--- src/rtl/sdram_seq_pkg.sv ---
package sdram_seq_pkg;

  // {cs_n, ras_n, cas_n, we_n}
  typedef enum logic [3:0] {
    CMD_MRS   = 4'b0000,
    CMD_REF   = 4'b0001,
    CMD_PRE   = 4'b0010,
    CMD_ACT   = 4'b0011,
    CMD_WR    = 4'b0100,
    CMD_RD    = 4'b0101,
    CMD_NOP   = 4'b0111,
    CMD_DESEL = 4'b1111
  } sd_cmd_e;

  typedef enum logic [2:0] {
    ST_PWRUP,
    ST_PREALL,
    ST_INITREF,
    ST_MODE,
    ST_IDLE,
    ST_COL,
    ST_WBEAT,
    ST_WAIT
  } seq_state_e;

  function automatic logic [12:0] mode_word(input int bl, input int cl);
    logic [2:0] code;
    logic [2:0] lat;
    code = (bl == 8) ? 3'd3 : (bl == 4) ? 3'd2 : (bl == 2) ? 3'd1 : 3'd0;
    lat  = 3'(cl);
    return {6'b000000, lat, 1'b0, code};
  endfunction

endpackage

--- src/rtl/sdram_addr_split.sv ---
module sdram_addr_split #(
  parameter int ROW_W  = 13,
  parameter int BANK_W = 2,
  parameter int COL_W  = 9,
  localparam int ADDR_W = ROW_W + BANK_W + COL_W
) (
  input  logic [ADDR_W-1:0] addr,
  output logic [ROW_W-1:0]  row,
  output logic [BANK_W-1:0] bank,
  output logic [COL_W-1:0]  col
);
  assign col  = addr[COL_W-1:0];
  assign bank = addr[COL_W +: BANK_W];
  assign row  = addr[ADDR_W-1 -: ROW_W];
endmodule

--- src/rtl/sdram_ref_timer.sv ---
module sdram_ref_timer #(
  parameter int REF_CYC = 1560,
  localparam int CW = $clog2(REF_CYC + 1)
) (
  input  logic clk,
  input  logic rst_n,
  input  logic en,
  input  logic ack,
  output logic pend
);
  logic [CW-1:0] cnt_q, cnt_d;
  logic          pend_q, pend_d;
  logic          tick;

  always_comb begin
    tick   = 1'b0;
    cnt_d  = cnt_q;
    pend_d = pend_q;
    if (!en) begin
      cnt_d  = CW'(REF_CYC - 1);
      pend_d = 1'b0;
    end else begin
      if (cnt_q == '0) begin
        tick  = 1'b1;
        cnt_d = CW'(REF_CYC - 1);
      end else begin
        cnt_d = cnt_q - 1'b1;
      end
      pend_d = tick | (pend_q & ~ack);
    end
  end

  always_ff @(posedge clk or negedge rst_n) begin
    if (!rst_n) begin
      cnt_q  <= CW'(REF_CYC - 1);
      pend_q <= 1'b0;
    end else begin
      cnt_q  <= cnt_d;
      pend_q <= pend_d;
    end
  end

  assign pend = pend_q;


  pend_held_chk: assert property (@(posedge clk) disable iff (!rst_n)
    (pend_q && !ack && en) |=> pend_q);

endmodule

--- src/rtl/sdram_rd_capture.sv ---
module sdram_rd_capture #(
  parameter int DQ_W      = 16,
  parameter int CAS_LAT   = 3,
  parameter int BURST_LEN = 4,
  localparam int BW = $clog2(BURST_LEN + 1)
) (
  input  logic            clk,
  input  logic            rst_n,
  input  logic            rd_issued,
  input  logic [DQ_W-1:0] dq_in,
  output logic [DQ_W-1:0] rdata,
  output logic            rvalid
);
  logic [CAS_LAT-1:0] sh_q, sh_d;
  logic [BW-1:0]      bcnt_q, bcnt_d;
  logic [DQ_W-1:0]    rdata_q, rdata_d;
  logic               rvalid_q, rvalid_d;
  logic               launch, beat_on;

  assign launch  = sh_q[CAS_LAT-1];
  assign beat_on = launch | (bcnt_q != '0);

  always_comb begin
    sh_d[0] = rd_issued;
    for (int i = 1; i < CAS_LAT; i++) sh_d[i] = sh_q[i-1];
    if (launch)              bcnt_d = BW'(BURST_LEN - 1);
    else if (bcnt_q != '0)   bcnt_d = bcnt_q - 1'b1;
    else                     bcnt_d = bcnt_q;
    rvalid_d = beat_on;
    rdata_d  = beat_on ? dq_in : rdata_q;
  end

  always_ff @(posedge clk or negedge rst_n) begin
    if (!rst_n) begin
      sh_q     <= '0;
      bcnt_q   <= '0;
      rdata_q  <= '0;
      rvalid_q <= 1'b0;
    end else begin
      sh_q     <= sh_d;
      bcnt_q   <= bcnt_d;
      rdata_q  <= rdata_d;
      rvalid_q <= rvalid_d;
    end
  end

  assign rdata  = rdata_q;
  assign rvalid = rvalid_q;


  launch_gives_valid_chk: assert property (@(posedge clk) disable iff (!rst_n)
    launch |=> rvalid_q);

endmodule

--- src/rtl/sdram_seq_ctrl.sv ---
module sdram_seq_ctrl
  import sdram_seq_pkg::*;
#(
  parameter int INIT_CYC  = 20000,
  parameter int REF_CYC   = 1560,
  parameter int T_RCD     = 3,
  parameter int T_RP      = 3,
  parameter int T_RFC     = 10,
  parameter int T_MRD     = 2,
  parameter int T_WR      = 2,
  parameter int CAS_LAT   = 3,
  parameter int BURST_LEN = 4,
  parameter int ROW_W     = 13,
  parameter int BANK_W    = 2,
  parameter int COL_W     = 9,
  parameter int DQ_W      = 16,
  localparam int ADDR_W   = ROW_W + BANK_W + COL_W,
  localparam int BE_W     = DQ_W / 8,
  localparam int RD_HOLD  = CAS_LAT + BURST_LEN + T_RP,
  localparam int WR_HOLD  = BURST_LEN + T_WR + T_RP,
  localparam int CNT_W    = $clog2(INIT_CYC + RD_HOLD + WR_HOLD + T_RFC + T_MRD + T_RCD + 4),
  localparam int BCNT_W   = $clog2(BURST_LEN + 1)
) (
  input  logic              clk,
  input  logic              rst_n,
  input  logic              host_valid,
  output logic              host_ready,
  input  logic              host_write,
  input  logic [ADDR_W-1:0] host_addr,
  input  logic [DQ_W-1:0]   host_wdata,
  input  logic [BE_W-1:0]   host_be,
  output logic [DQ_W-1:0]   host_rdata,
  output logic              host_rvalid,
  output logic              sd_cke,
  output logic              sd_cs_n,
  output logic              sd_ras_n,
  output logic              sd_cas_n,
  output logic              sd_we_n,
  output logic [BANK_W-1:0] sd_ba,
  output logic [ROW_W-1:0]  sd_a,
  output logic [BE_W-1:0]   sd_dqm,
  input  logic [DQ_W-1:0]   sd_dq_in,
  output logic [DQ_W-1:0]   sd_dq_out,
  output logic              sd_dq_oe
);

  localparam logic [ROW_W-1:0] MODE_A = ROW_W'(mode_word(BURST_LEN, CAS_LAT));

  seq_state_e         st_q, st_d, ret_q, ret_d, wait_ret;
  logic [CNT_W-1:0]   cnt_q, cnt_d, wait_len;
  logic [BCNT_W-1:0]  bcnt_q, bcnt_d;
  logic               iref_q, iref_d, init_q, init_d, wait_req;
  logic               req_we_q;
  logic [BANK_W-1:0]  req_ba_q;
  logic [COL_W-1:0]   req_col_q;
  logic [DQ_W-1:0]    req_wd_q;
  logic [BE_W-1:0]    req_be_q;
  logic               take, ref_pend, ref_ack;
  sd_cmd_e            cmd_q, cmd_d;
  logic [BANK_W-1:0]  ba_q, ba_d;
  logic [ROW_W-1:0]   a_q, a_d;
  logic [BE_W-1:0]    dqm_q, dqm_d;
  logic               oe_q, oe_d, cke_q, cke_d;
  logic [DQ_W-1:0]    dout_q, dout_d;
  logic [ROW_W-1:0]   h_row;
  logic [BANK_W-1:0]  h_ba;
  logic [COL_W-1:0]   h_col;

  sdram_addr_split #(.ROW_W(ROW_W), .BANK_W(BANK_W), .COL_W(COL_W)) u_split (
    .addr(host_addr), .row(h_row), .bank(h_ba), .col(h_col)
  );

  sdram_ref_timer #(.REF_CYC(REF_CYC)) u_ref (
    .clk(clk), .rst_n(rst_n), .en(init_q), .ack(ref_ack), .pend(ref_pend)
  );

  sdram_rd_capture #(.DQ_W(DQ_W), .CAS_LAT(CAS_LAT), .BURST_LEN(BURST_LEN)) u_cap (
    .clk(clk), .rst_n(rst_n), .rd_issued(cmd_q == CMD_RD), .dq_in(sd_dq_in),
    .rdata(host_rdata), .rvalid(host_rvalid)
  );

  assign host_ready = (st_q == ST_IDLE) && !ref_pend;
  assign take       = host_ready && host_valid;

  // next-state and command decision
  always_comb begin
    st_d     = st_q;
    ret_d    = ret_q;
    cnt_d    = cnt_q;
    bcnt_d   = bcnt_q;
    iref_d   = iref_q;
    init_d   = init_q;
    cmd_d    = CMD_NOP;
    ba_d     = ba_q;
    a_d      = a_q;
    dqm_d    = '0;
    oe_d     = 1'b0;
    dout_d   = dout_q;
    cke_d    = cke_q;
    ref_ack  = 1'b0;
    wait_req = 1'b0;
    wait_len = '0;
    wait_ret = ST_IDLE;
    unique case (st_q)
      ST_PWRUP: begin
        cke_d = 1'b1;
        if (cnt_q == '0) st_d = ST_PREALL;
        else             cnt_d = cnt_q - 1'b1;
      end
      ST_PREALL: begin
        cmd_d    = CMD_PRE;
        a_d      = '0;
        a_d[10]  = 1'b1;
        iref_d   = 1'b0;
        wait_req = 1'b1;
        wait_len = CNT_W'(T_RP);
        wait_ret = ST_INITREF;
      end
      ST_INITREF: begin
        cmd_d    = CMD_REF;
        iref_d   = 1'b1;
        wait_req = 1'b1;
        wait_len = CNT_W'(T_RFC);
        wait_ret = iref_q ? ST_MODE : ST_INITREF;
      end
      ST_MODE: begin
        cmd_d    = CMD_MRS;
        ba_d     = '0;
        a_d      = MODE_A;
        init_d   = 1'b1;
        wait_req = 1'b1;
        wait_len = CNT_W'(T_MRD);
        wait_ret = ST_IDLE;
      end
      ST_IDLE: begin
        if (ref_pend) begin
          cmd_d    = CMD_REF;
          ref_ack  = 1'b1;
          wait_req = 1'b1;
          wait_len = CNT_W'(T_RFC);
          wait_ret = ST_IDLE;
        end else if (host_valid) begin
          cmd_d    = CMD_ACT;
          ba_d     = h_ba;
          a_d      = h_row;
          wait_req = 1'b1;
          wait_len = CNT_W'(T_RCD);
          wait_ret = ST_COL;
        end
      end
      ST_COL: begin
        cmd_d          = req_we_q ? CMD_WR : CMD_RD;
        ba_d           = req_ba_q;
        a_d            = '0;
        a_d[COL_W-1:0] = req_col_q;
        a_d[10]        = 1'b1;
        if (req_we_q) begin
          oe_d   = 1'b1;
          dout_d = req_wd_q;
          dqm_d  = ~req_be_q;
          if (BURST_LEN > 1) begin
            st_d   = ST_WBEAT;
            bcnt_d = BCNT_W'(BURST_LEN - 2);
          end else begin
            wait_req = 1'b1;
            wait_len = CNT_W'(WR_HOLD);
          end
        end else begin
          wait_req = 1'b1;
          wait_len = CNT_W'(RD_HOLD);
        end
      end
      ST_WBEAT: begin
        oe_d  = 1'b1;
        dqm_d = '1;
        if (bcnt_q == '0) begin
          wait_req = 1'b1;
          wait_len = CNT_W'(1 + T_WR + T_RP);
        end else begin
          bcnt_d = bcnt_q - 1'b1;
        end
      end
      ST_WAIT: begin
        if (cnt_q == '0) st_d = ret_q;
        else             cnt_d = cnt_q - 1'b1;
      end
      default: st_d = ST_IDLE;
    endcase
    if (wait_req) begin
      if (wait_len <= CNT_W'(1)) begin
        st_d = wait_ret;
      end else begin
        st_d  = ST_WAIT;
        cnt_d = wait_len - CNT_W'(2);
        ret_d = wait_ret;
      end
    end
  end

  // state and pin registers
  always_ff @(posedge clk or negedge rst_n) begin
    if (!rst_n) begin
      st_q   <= ST_PWRUP;
      ret_q  <= ST_IDLE;
      cnt_q  <= CNT_W'(INIT_CYC - 1);
      bcnt_q <= '0;
      iref_q <= 1'b0;
      init_q <= 1'b0;
      cmd_q  <= CMD_DESEL;
      ba_q   <= '0;
      a_q    <= '0;
      dqm_q  <= '0;
      oe_q   <= 1'b0;
      dout_q <= '0;
      cke_q  <= 1'b0;
    end else begin
      st_q   <= st_d;
      ret_q  <= ret_d;
      cnt_q  <= cnt_d;
      bcnt_q <= bcnt_d;
      iref_q <= iref_d;
      init_q <= init_d;
      cmd_q  <= cmd_d;
      ba_q   <= ba_d;
      a_q    <= a_d;
      dqm_q  <= dqm_d;
      oe_q   <= oe_d;
      dout_q <= dout_d;
      cke_q  <= cke_d;
    end
  end

  // request capture, clock-enabled by acceptance
  always_ff @(posedge clk or negedge rst_n) begin
    if (!rst_n) begin
      req_we_q  <= 1'b0;
      req_ba_q  <= '0;
      req_col_q <= '0;
      req_wd_q  <= '0;
      req_be_q  <= '0;
    end else if (take) begin
      req_we_q  <= host_write;
      req_ba_q  <= h_ba;
      req_col_q <= h_col;
      req_wd_q  <= host_wdata;
      req_be_q  <= host_be;
    end
  end

  assign {sd_cs_n, sd_ras_n, sd_cas_n, sd_we_n} = cmd_q;
  assign sd_cke    = cke_q;
  assign sd_ba     = ba_q;
  assign sd_a      = a_q;
  assign sd_dqm    = dqm_q;
  assign sd_dq_oe  = oe_q;
  assign sd_dq_out = dout_q;

  // checker: cycles since the last open-row command on the pins
  logic [7:0] since_act_q;
  always_ff @(posedge clk or negedge rst_n) begin
    if (!rst_n)                  since_act_q <= '0;
    else if (cmd_q == CMD_ACT)   since_act_q <= 8'd1;
    else if (since_act_q != '1)  since_act_q <= since_act_q + 8'd1;
  end


  rcd_gap_chk: assert property (@(posedge clk) disable iff (!rst_n)
    (cmd_q == CMD_RD || cmd_q == CMD_WR) |-> (since_act_q == 8'(T_RCD)));


  col_autopre_chk: assert property (@(posedge clk) disable iff (!rst_n)
    (cmd_q == CMD_RD || cmd_q == CMD_WR) |-> sd_a[10]);


  take_drops_ready_chk: assert property (@(posedge clk) disable iff (!rst_n)
    (host_valid && host_ready) |=> !host_ready);


  ref_blocks_ready_chk: assert property (@(posedge clk) disable iff (!rst_n)
    ref_pend |-> !host_ready);


  oe_rise_with_write_chk: assert property (@(posedge clk) disable iff (!rst_n)
    $rose(sd_dq_oe) |-> (cmd_q == CMD_WR));


  no_oe_on_read_chk: assert property (@(posedge clk) disable iff (!rst_n)
    host_rvalid |-> !sd_dq_oe);


  ready_after_init_chk: assert property (@(posedge clk) disable iff (!rst_n)
    !init_q |-> !host_ready);

endmodule

--- config.mk ---
export PLATFORM = sky130hd
export DESIGN_NAME = sdram_seq_ctrl
export DESIGN_NICKNAME = d
export VERILOG_FILES = /design/src/rtl/sdram_seq_pkg.sv /design/src/rtl/sdram_addr_split.sv /design/src/rtl/sdram_ref_timer.sv /design/src/rtl/sdram_rd_capture.sv /design/src/rtl/sdram_seq_ctrl.sv
export SDC_FILE = /design/constraint.sdc
export NUM_CORES = 1
export LEC_CHECK = 0
export ABC_CLOCK_PERIOD_IN_PS = 3700
export BUFFER_PORTS_ARGS = -buffer_cell sky130_fd_sc_hd__buf_2
export CORE_MARGIN = 2
export CORE_UTILIZATION = 45
export DETAILED_ROUTE_END_ITERATION = 8
export PLACE_DENSITY = 0.68
export SETUP_SLACK_MARGIN = 0.15
export SKIP_LAST_GASP = 1
export SYNTH_ARGS = -nofsm -noshare
export SYNTH_HDL_FRONTEND = slang
export SYNTH_SLANG_ARGS = --single-unit
--- constraint.sdc ---
create_clock -name clk -period 3.7 [get_ports clk]
set_clock_uncertainty 0.2 [all_clocks]
set_input_delay 0.74 -clock clk [delete_from_list [all_inputs] [get_ports clk]]
set_output_delay 0.74 -clock clk [all_outputs]
set_load 0.005 [all_outputs]
== Yosys cells after proc, flatten, opt, wreduce, memory -nomap -nowiden ==
Index checks and enable logic that the tools add are counted.

* Flip-flop bits (word level): 130
* Bits of input ports: 62
* Output and inout port bits: 57
* Word-level logic and storage cells: 124

* Add/sub/neg operators: 5
* $lt $le $gt $ge: 1
* Equal/unequal tests: 15
* Muxes and demuxes: 51
* Bitwise operators: 6
* Reduce and logical (&&, ||, !) cells: 22

{| class="wikitable"
|+ Operators by type and width
! kind !! count
|-
| two-way mux 15 bit || 4
|-
| case mux 13 bit (4 select lines) || 1
|-
| two-way mux 3 bit || 12
|-
| two-way mux 13 bit || 2
|-
| case mux 4 bit (6 select lines) || 1
|-
| two-way mux 11 bit || 2
|-
| case mux 3 bit (3 select lines) || 2
|-
| <= comparator 15 x 1 -> 1 bit (second input constant) || 1
|-
| logical NOT 15 bit || 1
|-
| case mux 3 bit (5 select lines) || 1
|-
| subtractor 15 x 1 -> 15 bit (second input constant) || 1
|-
| subtractor 15 x 2 -> 15 bit (second input constant) || 1
|-
| two-way mux 1 bit || 14
|-
| == test 3 bit (second input constant) || 4
|-
| logical NOT 11 bit || 1
|-
| subtractor 11 x 1 -> 11 bit (second input constant) || 1
|-
| inequality test 3 bit (second input constant) || 3
|-
| AND reduction 3 bit || 3
|-
| two-way mux 2 bit || 4
|-
| two-way mux 4 bit || 2
|-
| inequality test 2 bit (second input constant) || 4
|-
| nonzero test 4 bit || 2
|-
| == test 3 x 2 -> 1 bit (second input constant) || 2
|-
| logical NOT 3 bit || 2
|-
| other kinds (20) || 29
|}

== Longest topological paths before layout ==
Gate-level depths: netlist of the first run.

* Depth after elaboration: 6
* Mapped depth: 10
* Gate-level depth less buffers: 9

== Hierarchy ==
From an unflattened synthesis of the first run, not the netlist that was laid out.

* Cell total of the unflattened synthesis: 512
* Area total of the unflattened synthesis: 6,133.4 um^2

{| class="wikitable"
|+ Modules (own cells, without submodules)
! module !! instances !! cells an instance !! area an instance (um^2) !! seq. area each (um^2)
|-
| sdram_seq_ctrl || 1 || 373 || 4,362.9 || 2,394.8
|-
| sdram_rd_capture || 1 || 54 || 928.4 || 575.6
|-
| sdram_ref_timer || 1 || 61 || 661.9 || 307.8
|-
| sdram_addr_split || 1 || 24 || 180.2 || 0.0
|}

== Least setup slack after synthesis of the first run ==
Ideal clock, no wire load.

* Kind: register to register
* Start: register st_q[0]
* End: register cnt_q[13]
* Setup time: 0.125 ns
* Arrival: 2.074 ns
* Data required time: 3.375 ns
* Setup slack: 1.301 ns
* Stages on the path, launching flop included: 8
* Buffers on the path: 3
* Clock period less this slack: 2.399 ns
* Path through: dfrtp_1 -> clkbuf_1 -> clkbuf_1 -> or3_1 -> ha_1 -> a31oi_1 -> buf_4 -> mux2_2

* Word-level cells in the longest chain between the ends: 5
* Elaborated cells on any way between the ends: 17
* Classes of those cells: 1 x add/sub; 1 x order compare; 7 x eq/ne; 5 x mux; 3 x reduce/logical

{| class="wikitable"
|+ RTL lines
! item !! RTL line !! text
|-
| from (decl) || sdram_seq_ctrl.sv:49 || <nowiki>seq_state_e st_q, st_d, ret_q, ret_d, wait_ret;</nowiki>
|-
| from (signal assigned) || sdram_seq_ctrl.sv:217 || <nowiki>st_q <= st_d;</nowiki>
|-
| == test 3 bit (tied with other cells) || sdram_seq_ctrl.sv:104 || <nowiki>unique case (st_q)</nowiki>
|-
| case mux 4 bit (6 select lines) / OR reduction 2 bit (equally long branches) || - ||
|-
| subtractor 15 x 2 -> 15 bit (tied with other cells) || sdram_seq_ctrl.sv:194 || <nowiki>cnt_d = wait_len - CNT_W'(2);</nowiki>
|-
| two-way mux 15 bit || sdram_seq_ctrl.sv:190 || <nowiki>if (wait_len <= CNT_W'(1)) begin</nowiki>
|-
| two-way mux 15 bit (*) || sdram_seq_ctrl.sv:189 || <nowiki>if (wait_req) begin</nowiki>
|-
| net cnt_d[13] || sdram_seq_ctrl.sv:50 || <nowiki>logic [CNT_W-1:0] cnt_q, cnt_d, wait_len;</nowiki>
|-
| to (signal assigned) || sdram_seq_ctrl.sv:205 || <nowiki>cnt_q <= CNT_W'(INIT_CYC - 1);</nowiki>
|-
| to (signal assigned) || sdram_seq_ctrl.sv:219 || <nowiki>cnt_q <= cnt_d;</nowiki>
|-
| to (decl) || sdram_seq_ctrl.sv:50 ||
|}

The timed path passes the listed nets; every way through them passes the cells marked *.
A chain may end at the register's enable or synchronous reset.

== Worst setup path in the final report of the first run ==
* Start: register st_q[2]
* End: output host_ready

* Word-level cells in the longest chain between the ends: 2

{| class="wikitable"
|+ RTL lines
! item !! RTL line !! text
|-
| == test 3 bit || sdram_seq_ctrl.sv:82 || <nowiki>assign host_ready = (st_q == ST_IDLE) && !ref_pend;</nowiki>
|-
| logical AND 1 bit || sdram_seq_ctrl.sv:82 ||
|-
| to (decl) || sdram_seq_ctrl.sv:27 || <nowiki>output logic host_ready,</nowiki>
|}

No other way between the ends.

==> impl_metrics.tcl, run 1 <==
set metrics [dict create \
    slowest_stage "dfrtp_1" \
    grt-ovfl-total 0 \
    syn_nets 528 \
    synthDistinctLibCells 52 \
    clock-sinks 130 \
    final_common_cell "buf_2" \
    drt_iter0_markers 208 \
    die_area_um2 13400 \
    rr_endpoint "cnt_q[13]$_DFF_PN0_" \
    fmax_ghz 0.363 \
    numCtsBuffers 17 \
    h-tree-depth 4 \
    crit_type "flip-flop to primary output" \
    area_growth_pct 25.0 \
    tightestPinTransition_ps 983 \
    ys_ff_latch 130 \
    cp_data_arrival_time_ps 1810 \
    postCtsSetupBuffers 0 \
    grt_pass1_wl_mm 17.9 \
    initial_core_util_pct 46.3 \
    status "complete, no violations" \
    via_per_inst 5.03 \
    synthCells 458 \
    cts_tree "built" \
    r2r_cells 7 \
    place_congestion 0.893 \
    syn-mean-instance-area_um2 12.2 \
    path_clk_slew_ps 50 \
    hold_viol_final 0 \
    drc 0 \
    io_buffer_count 118 \
    cp_top_family "simple AND/OR/NAND/NOR gates" \
    grt_start_max_net_pins 76 \
    synth_flop_cell "dfrtp_1" \
    fin_tns_setup_ps 0 \
    critPathLaunchType "flip-flop" \
    ios 119 \
    vias 3835 \
    p_leak_nw 3.24 \
    antenna_found_initial 0 \
    setup_viol 0 \
    n_antenna_cell 0 \
    hold_class "flip-flop to flip-flop" \
    cts_resized 0 \
    synthesis.area_um2 5610 \
    grt_pass1_vias 3870 \
    fin_util_pct 57.9 \
    ys_seq_area_share_pct 58.5 \
    required_ps 2760 \
    peakVddDrop_mv 0.448 \
    synth_edf_count 0 \
    yosysWarnings 0 \
    drt_wl_total_mm 10.9 \
    worstPathBufferInverterCount 1 \
    clock_tree.buffer_depth 2 \
    power_density_nw_per_um2 824 \
    cts_root_buf "clkbuf_16" \
    worst_setup_path_end_kind "primary output" \
    die_y_um 116 \
    maxCapViolCount 0 \
    clock_latency_ps 410 \
    ctsHoldBuffers 0 \
    cp_max_fo 15 \
    final_max_slew_viol_count 0 \
    drive_gt1_share_pct 43.0 \
    hold_depth 0 \
    grt_use_total_pct 17.3 \
    dp.final_hpwl_mm 7.63 \
    rows 40 \
    r2r_setup_slack_ps 1060 \
    fin_nets 653 \
    slowest_delay_ps 570 \
    synthArstFlopShare_pct 100 \
    min_period_over_period_pct 74.4 \
    dieWidth_um 116 \
    detail_route.wl_per_cell_um 14.3 \
    core_area_um2 12100 \
    rsz0062_at_grt "no" \
    n_fill_cell 1033 \
    slew_headroom_pct 34.4 \
    ant_nets 0 \
    r2r-start "st_q[0]$_DFFE_PN0P_" \
    layout_min_cycle_time_ps 2750 \
    crit_chain "nand2b_1, nor3_1, buf_2" \
    min_from "u_cap.sh_q[1]$_DFF_PN0_" \
    hold_end "u_cap.sh_q[2]$_DFF_PN0_" \
    dr.pass1.iters 4 \
    final_cell_mix "117 x buf_2, 110 x dfrtp_1, 71 x mux2_2, 34 x nand2_1, 28 x nor2_1" \
]
layer usage:
metal,vias up,track usage [%],share of wire (%)
met5,-,0,0
met1,1845,22.1,44
met3,14,7.32,8.8
li1,1859,-,-
met2,117,25.9,46
met4,0,7.62,1.5
Yosys cell counts, drive strengths merged, types with 10 or more instances:
cell | n | share of area, %
dfrtp | 110 | 49
mux2 | 71 | 14
nand2 | 34 | 2.3
nor2 | 28 | 1.9
o21ai | 24 | 2.1
dfstp | 20 | 9.4
inv | 18 | 1.2
clkbuf | 14 | 0.96
mux2i | 13 | 2.3
xnor2 | 12 | 1.9
a21oi | 11 | 0.98
nor3 | 11 | 0.98
nand3 | 10 | 0.89
o31ai | 10 | 1.3
registers in the layout, indices dropped and copies added (netlist names), 2 cells and up:
signal,count
req_wd_q,16
sd_dq_out,16
u_cap.rdata,16
cnt_q,15
sd_a,13
u_ref.cnt_q,11
req_col_q,9
cmd_q,4
bcnt_q,3
ret_q,3
st_q,3
u_cap.bcnt_q,3
u_cap.sh_q,3
req_ba_q,2
req_be_q,2
sd_ba,2
sd_dqm,2
through the flow:
step | hold WS, ps | cells | instance area, um^2 | worst slack (ps) | power, mW
global route | 167 | 763 | 7010 | 744 | 6.18
CTS | 153 | 763 | 7010 | 936 | 5.85
detailed placement | 137 | 732 | 6400 | 1070 | 4.10
floorplan | 131 | 458 | 5610 | 1300 | 3.49
global placement | 142 | 732 | 6400 | 1200 | 4.01
finish | 152 | 763 | 7010 | 945 | 5.78
layout make-up:
| class | count | area [um^2] | area share, % |
|---|---|---|---|
| Clock inverter | 14 | 189 | 2.69 |
| Timing Repair Buffer | 124 | 651 | 9.28 |
| Tap cell | 168 | 210 | 3.00 |
| Inverter | 18 | 67.6 | 0.964 |
| Clock buffer | 17 | 425 | 6.07 |
| Sequential cell | 130 | 3280 | 46.8 |
| Multi-Input combinational cell | 292 | 2190 | 31.2 |
cell families (layout without fill, tap and decap cells):
family	count (synthesis)	after routing	synth area share, %
compound gates	63	63	6.96
xor+xnor	18	18	2.81
fa+ha+maj	8	8	1.78
buf+inv	36	173	2.54
flops	130	130	58.5
mux	84	84	16.6
other cells	1	1	0.0669
simple gates	118	118	10.8
power breakdown:
part,switching (mW),total [mW],leakage [nW],internal (mW)
sequential,0.325,2.31,1.54,1.98
clock,0.594,1.71,0.295,1.12
combinational,0.847,1.76,1.41,0.910
total,1.77,5.78,3.24,4.01
worst max path at each step:
| stage | startpoint | endpoint | slack (ps) | cells after the start |
|---|---|---|---|---|
| 2_1_floorplan | st_q[0]$_DFFE_PN0P_ | cnt_q[13]$_DFF_PN0_ | 1300 | 7 |
| 4_1_cts | st_q[2]$_DFFE_PN0P_ | host_ready | 940 | 3 |
| 3_3_place_gp | st_q[0]$_DFFE_PN0P_ | cnt_q[7]$_DFF_PN0_ | 1200 | 7 |
| 6_report | st_q[2]$_DFFE_PN0P_ | host_ready | 950 | 3 |
| 3_5_place_dp | st_q[0]$_DFFE_PN0P_ | cnt_q[13]$_DFF_PN0_ | 1070 | 7 |
| 5_1_grt | st_q[2]$_DFFE_PN0P_ | host_ready | 740 | 3 |
No activity file was read; power rests on OpenSTA's default activity.
==> run 2: changes to the inputs <==
--- a/config.mk
+++ b/config.mk
@@ -5,12 +5,13 @@
 export SDC_FILE = /design/constraint.sdc
 export NUM_CORES = 1
 export LEC_CHECK = 0
-export ABC_CLOCK_PERIOD_IN_PS = 3700
+export ABC_AREA = 1
+export ABC_CLOCK_PERIOD_IN_PS = 2380
 export BUFFER_PORTS_ARGS = -buffer_cell sky130_fd_sc_hd__buf_2
 export CORE_MARGIN = 2
 export CORE_UTILIZATION = 45
 export DETAILED_ROUTE_END_ITERATION = 8
-export PLACE_DENSITY = 0.68
+export PLACE_DENSITY = 0.7
 export SETUP_SLACK_MARGIN = 0.15
 export SKIP_LAST_GASP = 1
 export SYNTH_ARGS = -nofsm -noshare
==> constraint.sdc (replaced) <==
create_clock -name clk -period 2.38 [get_ports clk]
set_clock_uncertainty 0.2 [all_clocks]
set_input_delay 0.476 -clock clk [delete_from_list [all_inputs] [get_ports clk]]
set_output_delay 0.476 -clock clk [all_outputs]
set_load 0.005 [all_outputs]
==> impl_metrics.tcl, run 2 <==
set metrics [dict create \
    numCtsBuffers 17 \
    synthesis.area_um2 5910 \
    power_density_nw_per_um2 668 \
    synthArstFlopShare_pct 100 \
    core_area_um2 12700 \
    drt_wl_total_mm 12.9 \
    rsz0062_at_grt "no" \
    met2WireLength_mm 6.24 \
    multi_input_area_um2 2450 \
    final_area_um2 7600 \
    clock_latency_ps 410 \
    synthDistinctLibCells 44 \
    drc 0 \
    yosysWarnings 0 \
    die_area_um2 14100 \
    hold_viol_final 0 \
    syn-mean-instance-area_um2 9.63 \
    synthCells 613 \
    slowest_stage "dfrtp_1" \
    synthMostInstantiatedCell "nand2_1" \
    r2r_cells 16 \
    p_total_mw 5.08 \
    grt_use_total_pct 19.3 \
    hold_end "u_cap.rdata[15]$_DFFE_PN0P_" \
    grt_start_max_net_pins 51 \
    hold_depth 3 \
    maxCapViolCount 0 \
    area_growth_pct 28.7 \
    synth_flop_cell "dfrtp_1" \
    peakVddDrop_mv 0.439 \
    critPathLaunchType "flip-flop" \
    fin_ws_ps 204 \
    final_max_slew_viol_count 0 \
    cp_data_arrival_time_ps 2280 \
    place_ws_ps -10.7 \
    die_y_um 119 \
    crit_chain "inv_1, ha_2, ha_4, nand3_4, inv_2, nor2_4, nand2_4, inv_4, ha_4, inv_2, nor2_4, nand2_4, nand2_8, clkinv_8, nand2_8, and2_1" \
    hold_class "input port to flip-flop" \
    place_congestion 0.886 \
    wl_met1_mm 5.58 \
    synth_edf_count 0 \
    grt-ovfl-total 0 \
    syn_nets 683 \
    fin_nets 830 \
    layout_min_cycle_time_ps 2180 \
    initial_core_util_pct 46.4 \
    vias 4617 \
    final_common_cell "nand2_1" \
    n_fill_cell 1060 \
    drive_gt1_share_pct 35.2 \
    grt_pass1_vias 4729 \
    rr_endpoint "cnt_q[5]$_DFF_PN0_" \
    dp.final_hpwl_mm 9.27 \
    clock_tree.buffer_depth 2 \
    dieWidth_um 119 \
    place_area_um2 6760 \
    drt_iter0_markers 220 \
    status "complete, no violations" \
    path_clk_slew_ps 60 \
    min_period_over_period_pct 91.4 \
    fin_hold_ws_ps 58.2 \
    ant_nets 0 \
    worst_setup_path_end_kind "flip-flop" \
    netlist.area_leader.share_pct 46.6 \
    dr.pass1.iters 6 \
    fin_tns_setup_ps 0 \
    antenna_found_initial 0 \
    detail_route.wl_per_cell_um 13.6 \
    r2r_setup_slack_ps 200 \
    min_from "sd_dq_in[15]" \
    worstPathBufferInverterCount 5 \
    setup_viol 0 \
    seq_area_um2 3280 \
    p_leak_nw 4.06 \
    r2r-start "bcnt_q[0]$_DFFE_PN0P_" \
    path_depth 16 \
    required_ps 2480 \
    via_per_inst 4.89 \
    grt_pass1_wl_mm 21.7 \
    synth_area_leaders "dfrtp_1 47%, nand2_1 12%, dfstp_2 8.9%" \
    n_antenna_cell 0 \
    clock-sinks 130 \
    h-tree-depth 4 \
    cp_top_family "simple AND/OR/NAND/NOR gates" \
    cts_root_buf "clkbuf_16" \
    wl_met3_um 926 \
    cts_tree "built" \
    slowest_delay_ps 380 \
    fmax_ghz 0.460 \
    ios 119 \
    io_buffer_count 118 \
    ys_ff_latch 130 \
    yosys-top-cells-count "183 x nand2_1, 110 x dfrtp_1, 49 x nor2_1, 45 x inv_1, 34 x nand3_1" \
    highest_layer "met4" \
    final_cell_mix "183 x nand2_1, 117 x buf_2, 107 x dfrtp_1, 45 x nor2_1, 42 x inv_1" \
    rows 41 \
    ys_seq_area_share_pct 55.5 \
    cp_max_fo 8 \
    crit_type "flip-flop to flip-flop" \
    synth_top_area_cell "dfrtp_1" \
]
==> run 2: changes by cell type in the layout (fill, tap and decap cells not counted), sizes merged, moves of 10 or more <==
cell,previous run,this run
nor2,28,57
nand3,10,35
o31ai,10,0
mux2i,13,0
buf,124,140
mux2,71,44
inv,19,53
nand2,34,195
==> run 2: cell type report <==
cell class	count	share of cell area [%]
clock inverter	13	2.42
inverter	55	2.95
sequential	130	43.2
clock buffer	19	5.96
tap	172	2.83
timing repair buffer	141	10.5
multi-input combinational	415	32.2
==> run 2: cell families after synthesis <==
logic type | Yosys count | share of synthesized area [%]
AND/OR/NAND/NOR | 305 | 23.1
flip-flops | 130 | 55.5
buffers and inverters | 69 | 4.87
multiplexers | 44 | 8.39
AO/OA/AOI/OAI | 43 | 4.49
XOR/XNOR | 13 | 1.93
adder cells (fa/ha/maj) | 8 | 1.69
other | 1 | 0.0635
==> run 2: how the worst max path moves through the flow <==
stage	startpoint	end	slack (ps)
2_1_floorplan	bcnt_q[0]$_DFFE_PN0P_	ret_q[0]$_DFFE_PN0P_	170
5_1_grt	bcnt_q[0]$_DFFE_PN0P_	ret_q[1]$_DFFE_PN0P_	100
3_3_place_gp	bcnt_q[0]$_DFFE_PN0P_	cnt_q[5]$_DFF_PN0_	90
6_report	bcnt_q[0]$_DFFE_PN0P_	cnt_q[5]$_DFF_PN0_	200
3_5_place_dp	bcnt_q[0]$_DFFE_PN0P_	cnt_q[5]$_DFF_PN0_	-10
4_1_cts	bcnt_q[0]$_DFFE_PN0P_	cnt_q[5]$_DFF_PN0_	150
==> run 2: worst min-delay path, stage by stage <==
cell	delay, ps
buf_2	70
nand2_1	40
nand2_1	50
==> run 2: metal layers <==
layer  vias to the layer above  global-route usage (%)
met5                         -                       0
met4                         0                    7.22
met3                        11                    6.95
met2                       132                    31.6
met1                      2207                    23.3
li1                       2267                       -
==> run 2: through the flow <==
step / utilization (%) / instances
2_1_floorplan: - / 613
3_3_place_gp: 53.1 / 901
3_5_place_dp: 53.1 / 901
4_1_cts: 59.0 / 942
5_1_grt: 59.7 / 945
6_report: 59.7 / 945
==> run 2: where the power goes <==
group / leakage, nW / switching, mW / total [mW] / internal (mW)
Sequential: 1.62 / 0.00255 / 2.22 / 2.22
Combinational: 2.14 / 0.0639 / 0.114 / 0.0496
Clock: 0.305 / 0.939 / 2.74 / 1.80
==> run 2: what timing repair did <==
item	CTS	global route
resized for setup	8	20
pin swaps	5	9
endpoints found under the hold margin	15	0
buffers inserted	7	3
gates cloned	1	0
endpoints found under the setup margin	22	21
hold buffers	1	0
